==> src/rtl/backlog_dvfs_pkg.sv <==
package backlog_dvfs_pkg;
  // Step command passed from the decision logic to the level register
  typedef struct packed {
    logic incr;
    logic decr;
  } stepCmd_t;
endpackage

==> src/rtl/backlog_dvfs_decide.sv <==
module backlog_dvfs_decide
  import backlog_dvfs_pkg::*;
#(
  parameter int OCC_W      = 10,
  parameter int SWITCH_LAT = 4
) (
  input  logic             clk,
  input  logic             rstN,
  input  logic             tick,
  input  logic [OCC_W-1:0] brOcc,
  input  logic [OCC_W-1:0] resOcc,
  input  logic [OCC_W-1:0] brLo,
  input  logic [OCC_W-1:0] brHi,
  input  logic [OCC_W-1:0] resLo,
  input  logic [OCC_W-1:0] resHi,
  input  logic             atTop,
  input  logic             atBot,
  output stepCmd_t         cmd,
  output logic             busy
);
  localparam int LAT_W = (SWITCH_LAT > 0) ? $clog2(SWITCH_LAT + 1) : 1;

  logic wantUp, wantDown, evalNow;

  // strict comparisons: equality with a limit is neutral
  always_comb begin
    wantUp   = (brOcc > brHi) || (resOcc > resHi);
    wantDown = (brOcc < brLo) || (resOcc < resLo);
    evalNow  = tick && !busy;
    cmd.incr = evalNow && wantUp && !atTop;
    cmd.decr = evalNow && !wantUp && wantDown && !atBot;
  end

  generate
    if (SWITCH_LAT > 0) begin : g_settle
      logic [LAT_W-1:0] cntQ;
      always_ff @(posedge clk) begin
        if (!rstN)                      cntQ <= '0;
        else if (cmd.incr || cmd.decr)  cntQ <= LAT_W'(SWITCH_LAT);
        else if (cntQ != '0)            cntQ <= cntQ - LAT_W'(1);
      end
      assign busy = (cntQ != '0);

      // a step opens the settling window on the next cycle
      a_r9_busy_after_step: assert property (@(posedge clk) disable iff (!rstN)
        (cmd.incr || cmd.decr) |=> busy);
      // the window only closes by counting, never jumps back open without a step
      a_r9_no_reopen: assert property (@(posedge clk) disable iff (!rstN)
        (!busy && !(cmd.incr || cmd.decr)) |=> !busy);
    end else begin : g_nosettle
      assign busy = 1'b0;
    end
  endgenerate
endmodule

==> src/rtl/backlog_dvfs_level.sv <==
module backlog_dvfs_level
  import backlog_dvfs_pkg::*;
#(
  parameter int NUM_LEVELS = 8,
  parameter int LVL_W      = $clog2(NUM_LEVELS)
) (
  input  logic             clk,
  input  logic             rstN,
  input  stepCmd_t         cmd,
  output logic [LVL_W-1:0] level,
  output logic             changeReq,
  output logic             atTop,
  output logic             atBot
);
  localparam logic [LVL_W-1:0] MAX_LVL = LVL_W'(NUM_LEVELS - 1);

  logic [LVL_W-1:0] levelQ;
  logic             reqQ;

  always_ff @(posedge clk) begin
    if (!rstN) begin
      levelQ <= MAX_LVL;
      reqQ   <= 1'b0;
    end else begin
      if (cmd.incr)      levelQ <= levelQ + LVL_W'(1);
      else if (cmd.decr) levelQ <= levelQ - LVL_W'(1);
      reqQ <= cmd.incr || cmd.decr;
    end
  end

  assign level     = levelQ;
  assign changeReq = reqQ;
  assign atTop     = (levelQ == MAX_LVL);
  assign atBot     = (levelQ == '0);

  // without a step command the index holds
  a_r5_hold_without_step: assert property (@(posedge clk) disable iff (!rstN)
    !(cmd.incr || cmd.decr) |=> $stable(levelQ));
  // the request strobe marks exactly the cycles where the index moved
  a_r8_req_marks_change: assert property (@(posedge clk) disable iff (!rstN)
    1'b1 |=> (reqQ == (levelQ != $past(levelQ))));
  // any move is a single step
  a_r2_single_step: assert property (@(posedge clk) disable iff (!rstN)
    reqQ |-> ((levelQ == $past(levelQ) + LVL_W'(1)) || ($past(levelQ) == levelQ + LVL_W'(1))));
  // the index never leaves the table
  a_r6_in_table: assert property (@(posedge clk) disable iff (!rstN)
    levelQ <= MAX_LVL);
endmodule

==> src/rtl/backlog_dvfs_ctrl.sv <==
module backlog_dvfs_ctrl
  import backlog_dvfs_pkg::*;
#(
  parameter int OCC_W      = 10,
  parameter int NUM_LEVELS = 8,
  parameter int SWITCH_LAT = 4,
  localparam int LVL_W     = $clog2(NUM_LEVELS)
) (
  input  logic             clk,
  input  logic             rstN,
  input  logic             tick,
  input  logic [OCC_W-1:0] brOcc,
  input  logic [OCC_W-1:0] resOcc,
  input  logic [OCC_W-1:0] brLo,
  input  logic [OCC_W-1:0] brHi,
  input  logic [OCC_W-1:0] resLo,
  input  logic [OCC_W-1:0] resHi,
  output logic [LVL_W-1:0] level,
  output logic             changeReq,
  output logic             busy
);
  stepCmd_t stepCmd;
  logic     atTop, atBot;

  backlog_dvfs_decide #(.OCC_W(OCC_W), .SWITCH_LAT(SWITCH_LAT)) u_decide (
    .clk(clk), .rstN(rstN), .tick(tick),
    .brOcc(brOcc), .resOcc(resOcc),
    .brLo(brLo), .brHi(brHi), .resLo(resLo), .resHi(resHi),
    .atTop(atTop), .atBot(atBot),
    .cmd(stepCmd), .busy(busy)
  );

  backlog_dvfs_level #(.NUM_LEVELS(NUM_LEVELS), .LVL_W(LVL_W)) u_level (
    .clk(clk), .rstN(rstN), .cmd(stepCmd),
    .level(level), .changeReq(changeReq),
    .atTop(atTop), .atBot(atBot)
  );
endmodule

==> config.mk <==
export PLATFORM = sky130hd
export DESIGN_NAME = backlog_dvfs_ctrl
export DESIGN_NICKNAME = d
export VERILOG_FILES = /design/src/rtl/backlog_dvfs_pkg.sv /design/src/rtl/backlog_dvfs_decide.sv /design/src/rtl/backlog_dvfs_level.sv /design/src/rtl/backlog_dvfs_ctrl.sv
export SDC_FILE = /design/constraint.sdc
export NUM_CORES = 1
export LEC_CHECK = 0
export ABC_AREA = 1
export CAP_MARGIN = 40
export CORE_ASPECT_RATIO = 0.5
export CORE_MARGIN = 4
export CORE_UTILIZATION = 38
export CTS_CLUSTER_SIZE = 14
export DETAILED_ROUTE_END_ITERATION = 6
export GPL_TIMING_DRIVEN = 0
export PLACE_DENSITY = 0.79
export SETUP_SLACK_MARGIN = 0.5
export SKIP_LAST_GASP = 1
export SYNTH_ARGS = -nofsm -noshare
export SYNTH_HDL_FRONTEND = slang
export SYNTH_SLANG_ARGS = --single-unit
export TNS_END_PERCENT = 30
==> constraint.sdc <==
create_clock -name clk -period 2.2 [get_ports clk]
set_clock_uncertainty 0.1 [all_clocks]
set_input_delay 0.22 -clock clk [delete_from_list [all_inputs] [get_ports clk]]
set_output_delay 0.22 -clock clk [all_outputs]
set_load 0.05 [all_outputs]
==> results of run 1 <==
-- power by group --
part	switching, mW	internal, mW
sequential	0.0456	0.170
combinational	0.570	0.503
clock	0.0492	0.125
total	0.664	0.798
-- stage by stage --
stage	cell area [um2]	utilization
after floorplan	1524	-
after global placement	2258	0.6300
after detailed placement	2258	0.6300
after CTS	2572	0.7176
after global routing	2889	0.8059
final	2889	0.8059
-- registers in the layout (all words and copies together), names as in the netlist --
| name | flops |
|---|---|
| u_level.changeReq | 1 |
| u_level.level | 3 |
| u_decide.g_settle.cntQ | 3 |
-- Yosys cell counts (3+ instances only) --
library cell,n
ha_1,41
nor2_1,14
nand3_1,13
nand2_1,58
inv_1,64
a21oi_1,9
nand2_2,5
a21o_1,3
dfxtp_1,7
-- cell type report --
cell class | instances | share of cell area
Sequential cell | 7 | 0.04937
Tap cell | 51 | 0.02209
Timing Repair Buffer | 82 | 0.2252
Inverter | 66 | 0.08662
Clock buffer | 4 | 0.01559
Multi-Input combinational cell | 159 | 0.6011
-- timing repair --
action                                  in CTS  in global routing
gates resized for setup                    184                 98
setup buffers                               10                  5
endpoints found under the setup margin      11                 11
pin swaps                                   45                 45
-- layer usage --
layer / track usage / vias up
li1: - / 880
met1: 0.1885 / 847
met2: 0.3760 / 57
met3: 0.01578 / 22
met4: 0.03953 / 0
met5: 0 / -
-- cells by family after synthesis --
logic type                 after synthesis  share of synthesized area
AOI/OAI and AO/OA                       18                    0.07504
buffers and inverters                   66                     0.1669
xor gates and xnor gates                 1                   0.005903
adders and majority gates               42                     0.3592
DFF                                      7                    0.09443
and+or+nand+nor                         98                     0.2985
-- final timing paths --
check / slack, ps / end / cells after the start
setup / recovery: 240 / u_level.level[2]$_SDFFE_PN1P_ / 16
hold / removal: 420 / u_level.level[2]$_SDFFE_PN1P_ / 2
setup reg to reg: 270 / u_level.level[2]$_SDFFE_PN1P_ / 14
hold reg to reg: 420 / u_level.level[2]$_SDFFE_PN1P_ / 2
-- critical path, stage by stage --
cell,delay (ps)
clkdlybuf4s15_1,190
ha_1,300
nand2_2,70
nor2_4,110
nand3_2,90
nand3_2,80
nand2_2,80
nand2_4,90
nand2_4,60
fa_2,350
inv_2,60
nand2_2,40
nand2_2,60
nand2_1,50
nand2_1,50
nand3_1,60
==> flow_summary.toml, run 1 <==
[run_status]
status = "completed"

[placement]
place_congestion = 0.7626
portBuffers = 67
preCtsSetupSlack_ps = -381.7
place_hpwl_um = 3221
dp_cells = 350

[floorplan]
initial_utilization = 0.4140
die_width_um = 96.38
core-area_um2 = 3585
dieHeight_um = 52.19
rows = 15
ioPinCount = 68
dieArea_um2 = 5029

[logic_synthesis]
synth.area.top_cells = "ha_1, inv_1, nand2_1"
synthArstFlopShare = 0
synth_top_area_cell = "ha_1"
synth_top_area_share = 0.3457
yosysWarnings = 0
synth_cells = 232
synth-seq-cells = 7
ys_seq_area_frac = 0.09444
netlist_area_um2 = 1484
synth_edf_count = 0
syn_area_per_cell_um2 = 6.396
synth_nets = 337
synth-main-ff-cell = "dfxtp_1"
synth.distinct_cells = 22

[worst_setup_path]
crit_arrival_ps = 1960
path_class = "in2reg"
timing.rr.start = "u_decide.g_settle.cntQ[1]$_SDFFE_PP0P_"
end_kind = "register"
crit_start = "resOcc[2]"
cp.required_ps = 2200
worstPathMaxFanout = 2
cp-start-kind = "input pin"

[sta]
tightestPinTransition_ps = 498.5
finalSetupViolations = 0
maxSlewViolCount = 0
whs_ps = 418.3
fin_crit_sh = 0.8897
rsz0062_at_grt = "true"
max_slew_margin = 0.6666
clock.fmax_mhz = 510.9
finalSetupTns_ps = 0
fin_ws_ps = 242.6
hold_viol = 0
fin_crit_ps = 1957

[routing]
vias_per_cell = 4.894
wl_per_cell_um = 15.56
met1Wirelength_um = 1962
vias = 1806
wl_met2_um = 3393
ant_nets = 0
drt_iter0_drc = 16
drt_wl_total_um = 5742
dr.pass1.iters = 4
wl_met3_um = 185
drc_errors = 0
top_layer = "met4"

[hold_path]
min_from = "u_level.level[2]$_SDFFE_PN1P_"
hp-class = "reg2reg"

[power_and_ir_drop]
powerDensity_nw_per_um2 = 506.1
peakVddDrop_mv = 0.7420
leakage_nw = 1.512
power_mw = 1.462

[clock_tree]
cts.sinks = 7
clock_latency_ps = 220
clock_path_buffers = 2
cts_hold_buf = 0
cts_tree = "yes"
cts-htree-levels = 1
numCtsBuffers = 3
clock-root-buffer = "clkbuf_8"
clk_pin_slew_ps = 40

[run]
maxCapViolCount = 0

[layout]
fillers = 216
final_cell_mix = "inv_2, nand2_1, ha_4"
regArea_um2 = 142.6
instances_no_fill = 369
final_common_cell = "inv_2"
diodes = 0
nNetsFinal = 424
multiInputGateArea_um2 = 1737
area_growth_pct = 94.69
final_layout_size_suffix_gt1_frac = 0.5786

[global_routing]
grt_pass1_wl_um = 7113
overflow = 0
antenna_found_initial = 0
grt_pass1_vias = 1718
grt_usage = 0.1774
grt_max_degree = 7
(Power assumes the default switching activity.)
==> run 2: changes to the inputs <==
--- a/config.mk
+++ b/config.mk
@@ -5,11 +5,11 @@
 export SDC_FILE = /design/constraint.sdc
 export NUM_CORES = 1
 export LEC_CHECK = 0
-export ABC_AREA = 1
+export ABC_AREA = 0
 export CAP_MARGIN = 40
 export CORE_ASPECT_RATIO = 0.5
 export CORE_MARGIN = 4
-export CORE_UTILIZATION = 38
+export CORE_UTILIZATION = 37
 export CTS_CLUSTER_SIZE = 14
 export DETAILED_ROUTE_END_ITERATION = 6
 export GPL_TIMING_DRIVEN = 0
==> flow_summary.toml, run 2 <==
[floorplan]
dieHeight_um = 51.32
rows = 15
core-area_um2 = 3528
ioPinCount = 68
initial_utilization = 0.3936
dieArea_um2 = 4857
die_width_um = 94.65

[power_and_ir_drop]
p_int_mw = 0.7397
p_comb_frac = 0.691
peakVddDrop_mv = 0.2505
switching_share = 0.4382
power_mw = 1.317
clock_power_share = 0.141
power_frac_seq = 0.168
switching_power_mw = 0.5769
leakage_nw = 1.199
powerDensity_nw_per_um2 = 517.6

[placement]
dp_cells = 294
place_hpwl_um = 3537
place_congestion = 0.7802
portBuffers = 67
placed_cell_area_um2 = 2220

[layout]
final_layout_size_suffix_gt1_frac = 0.3372
area_growth_pct = 83.15
finalInstanceArea_um2 = 2544
nNetsFinal = 364
diodes = 0
final_cell_mix = "inv_1, clkdlybuf4s50_1, ha_1"
final_common_cell = "inv_1"
instances_no_fill = 309

[logic_synthesis]
synth_cells = 176
synth_edf_count = 0
synth-seq-cells = 7
netlist_top_cells_count = "inv_1, ha_1, a21oi_1"
post-synth-top-count-cell = "inv_1"
synth.distinct_cells = 35
syn_area_per_cell_um2 = 7.891
synth-main-ff-cell = "dfxtp_1"
yosysWarnings = 0
synthArstFlopShare = 0
netlist_area_um2 = 1389
ys_seq_area_frac = 0.1009
synth_top_area_share = 0.3694
synth_nets = 281
synth_top_area_cell = "ha_1"
synth.area.top_cells = "ha_1, inv_1, dfxtp_1"

[routing]
vias_per_cell = 4.845
dr.pass1.iters = 4
drc_errors = 0
wl_per_cell_um = 14.67
vias = 1497
drt_iter0_drc = 30
ant_nets = 0
drt_wl_total_um = 4534

[sta]
fin_crit_ps = 2514
fin_crit_sh = 1.143
clock.fmax_mhz = 397.7
maxSlewViolCount = 0
rsz0062_at_grt = "true"
finalSetupViolations = 8
max_slew_margin = 0.4819
fin_ws_ps = -314.3
hold_viol = 0
tightestPinTransition_ps = 767.4
whs_ps = 478.9

[worst_setup_path]
end_kind = "register"
r2r_slack_ps = -200
crit_family = "compound AO/OA/AOI/OAI gates"
cp.required_ps = 2210
worstPathCellList = "buf_6 > inv_8 > ha_4 > nand4_1 > buf_4 > a211oi_4 > a2111oi_4 > o32ai_4 > nand2_1 > fa_2 > and3_4 > a21oi_2 > mux2_4"
worst_path_max_delay_cell = "fa_2"
path_class = "in2reg"
worstPathMaxFanout = 2
r2r_end = "u_level.level[2]$_SDFFE_PN1P_"
slowest_delay_ps = 350
crit_arrival_ps = 2530
r2r_cells = 11
path_buf_inv = 3
cp-start-kind = "input pin"
timing.rr.start = "u_decide.g_settle.cntQ[0]$_SDFFE_PP0P_"

[hold_path]
hold_depth = 2
min_from = "u_decide.g_settle.cntQ[2]$_SDFFE_PN0P_"
hp-class = "reg2reg"
min_to = "u_decide.g_settle.cntQ[2]$_SDFFE_PN0P_"

[clock_tree]
clock-root-buffer = "clkbuf_8"
clock_path_buffers = 2
cts_tree = "yes"
cts-htree-levels = 1
clock_latency_ps = 230
numCtsBuffers = 3
cts.sinks = 7
clk_pin_slew_ps = 40

[global_routing]
antenna_found_initial = 0
grt_pass1_vias = 1668
grt_usage = 0.1929
grt_max_degree = 8
overflow = 0
grt_pass1_wl_um = 7424

[run_status]
status = "finished with violations"
violations = "negative setup slack"

[run]
maxCapViolCount = 0
[run 2: cell count changes after synthesis, sizes merged, moves of 4 or more]
cell and delta:
nand3 -11, and3 +4, nand2b +6, nand2 -55, inv -20, nor2 -12
[run 2: power by group through the flow]
| stage | registers, mW | clock network [mW] | logic (mW) |
|---|---|---|---|
| floorplan | 0.280 | 0 | 0.447 |
| global route | 0.230 | 0.201 | 0.993 |
| detailed placement | 0.213 | 0 | 0.797 |
| finish | 0.221 | 0.185 | 0.910 |
| CTS | 0.219 | 0.186 | 0.899 |
| global placement | 0.212 | 0 | 0.769 |
[run 2: through the flow]
step	setup TNS, ps	worst slack, ps	utilization
final	-1272	-314.3	0.7209
after global placement	-5091	-1095	0.6291
after global routing	-2123	-394.7	0.7209
after detailed placement	-5130	-1130	0.6291
after floorplan	-622.7	-302.5	-
after CTS	-812.8	-224.2	0.7209
[run 2: logic make-up (layout without fill, tap and decap cells)]
kind of cell	count (synthesis)	count (layout)	share of synthesized area
buffers and inverters	47	129	0.1279
adder cells (fa/ha/maj)	42	42	0.3838
AO/OA/AOI/OAI	38	38	0.2027
AND/OR/NAND/NOR	36	36	0.1351
flip-flops	7	7	0.1009
multiplexers	5	5	0.04324
XOR/XNOR	1	1	0.006307
[run 2: worst max-delay path by stage]
stage,startpoint,end,slack [ps],depth (start not counted)
2_1_floorplan,brHi[3],u_level.level[2]$_SDFFE_PN1P_,-300,11
3_3_place_gp,brHi[8],u_level.level[2]$_SDFFE_PN1P_,-1100,12
3_5_place_dp,brHi[8],u_level.level[2]$_SDFFE_PN1P_,-1130,12
4_1_cts,brHi[9],u_level.level[2]$_SDFFE_PN1P_,-220,13
5_1_grt,brHi[6],u_level.level[2]$_SDFFE_PN1P_,-390,13
6_report,brHi[8],u_level.level[2]$_SDFFE_PN1P_,-310,13
[run 2: tightest hold or removal path: stages (launching register included)]
cell     delay (ps)
dfxtp_1         310
mux2i_1         140
a21oi_1          80
[run 2: per-layer routing]
metal,vias up,track usage,share of wire
met5,-,0,0
met2,37,0.3722,0.53
met3,8,0.007353,0.028
li1,769,-,-
met1,683,0.2264,0.42
met4,0,0.07416,0.018
[run 2: final cells by class]
type                       instances  area, um2
multi-input combinational        122       1388
fill                             274      984.7
timing repair buffer              78      714.4
inverter                          46      187.7
sequential                         7      140.1
tap                               51      63.81
clock buffer                       4      45.04
buffer                             1      5.005
[run 2: timing repair]
action | CTS | global route
endpoints found under the hold margin | 0 | 0
pin swaps | 30 | 3
buffers inserted | 11 | 0
gates cloned | 0 | 0
setup endpoints to repair | 11 | 11
hold buffers | 0 | 0
resized for setup | 154 | 0
==> run 3: changes to the inputs <==
--- a/config.mk
+++ b/config.mk
@@ -5,7 +5,7 @@
 export SDC_FILE = /design/constraint.sdc
 export NUM_CORES = 1
 export LEC_CHECK = 0
-export ABC_AREA = 0
+export ABC_CLOCK_PERIOD_IN_PS = 2200
 export CAP_MARGIN = 40
 export CORE_ASPECT_RATIO = 0.5
 export CORE_MARGIN = 4
==> results of run 3 <==
Same layout as run 2: the final DEF is identical, and so are final timing and power.
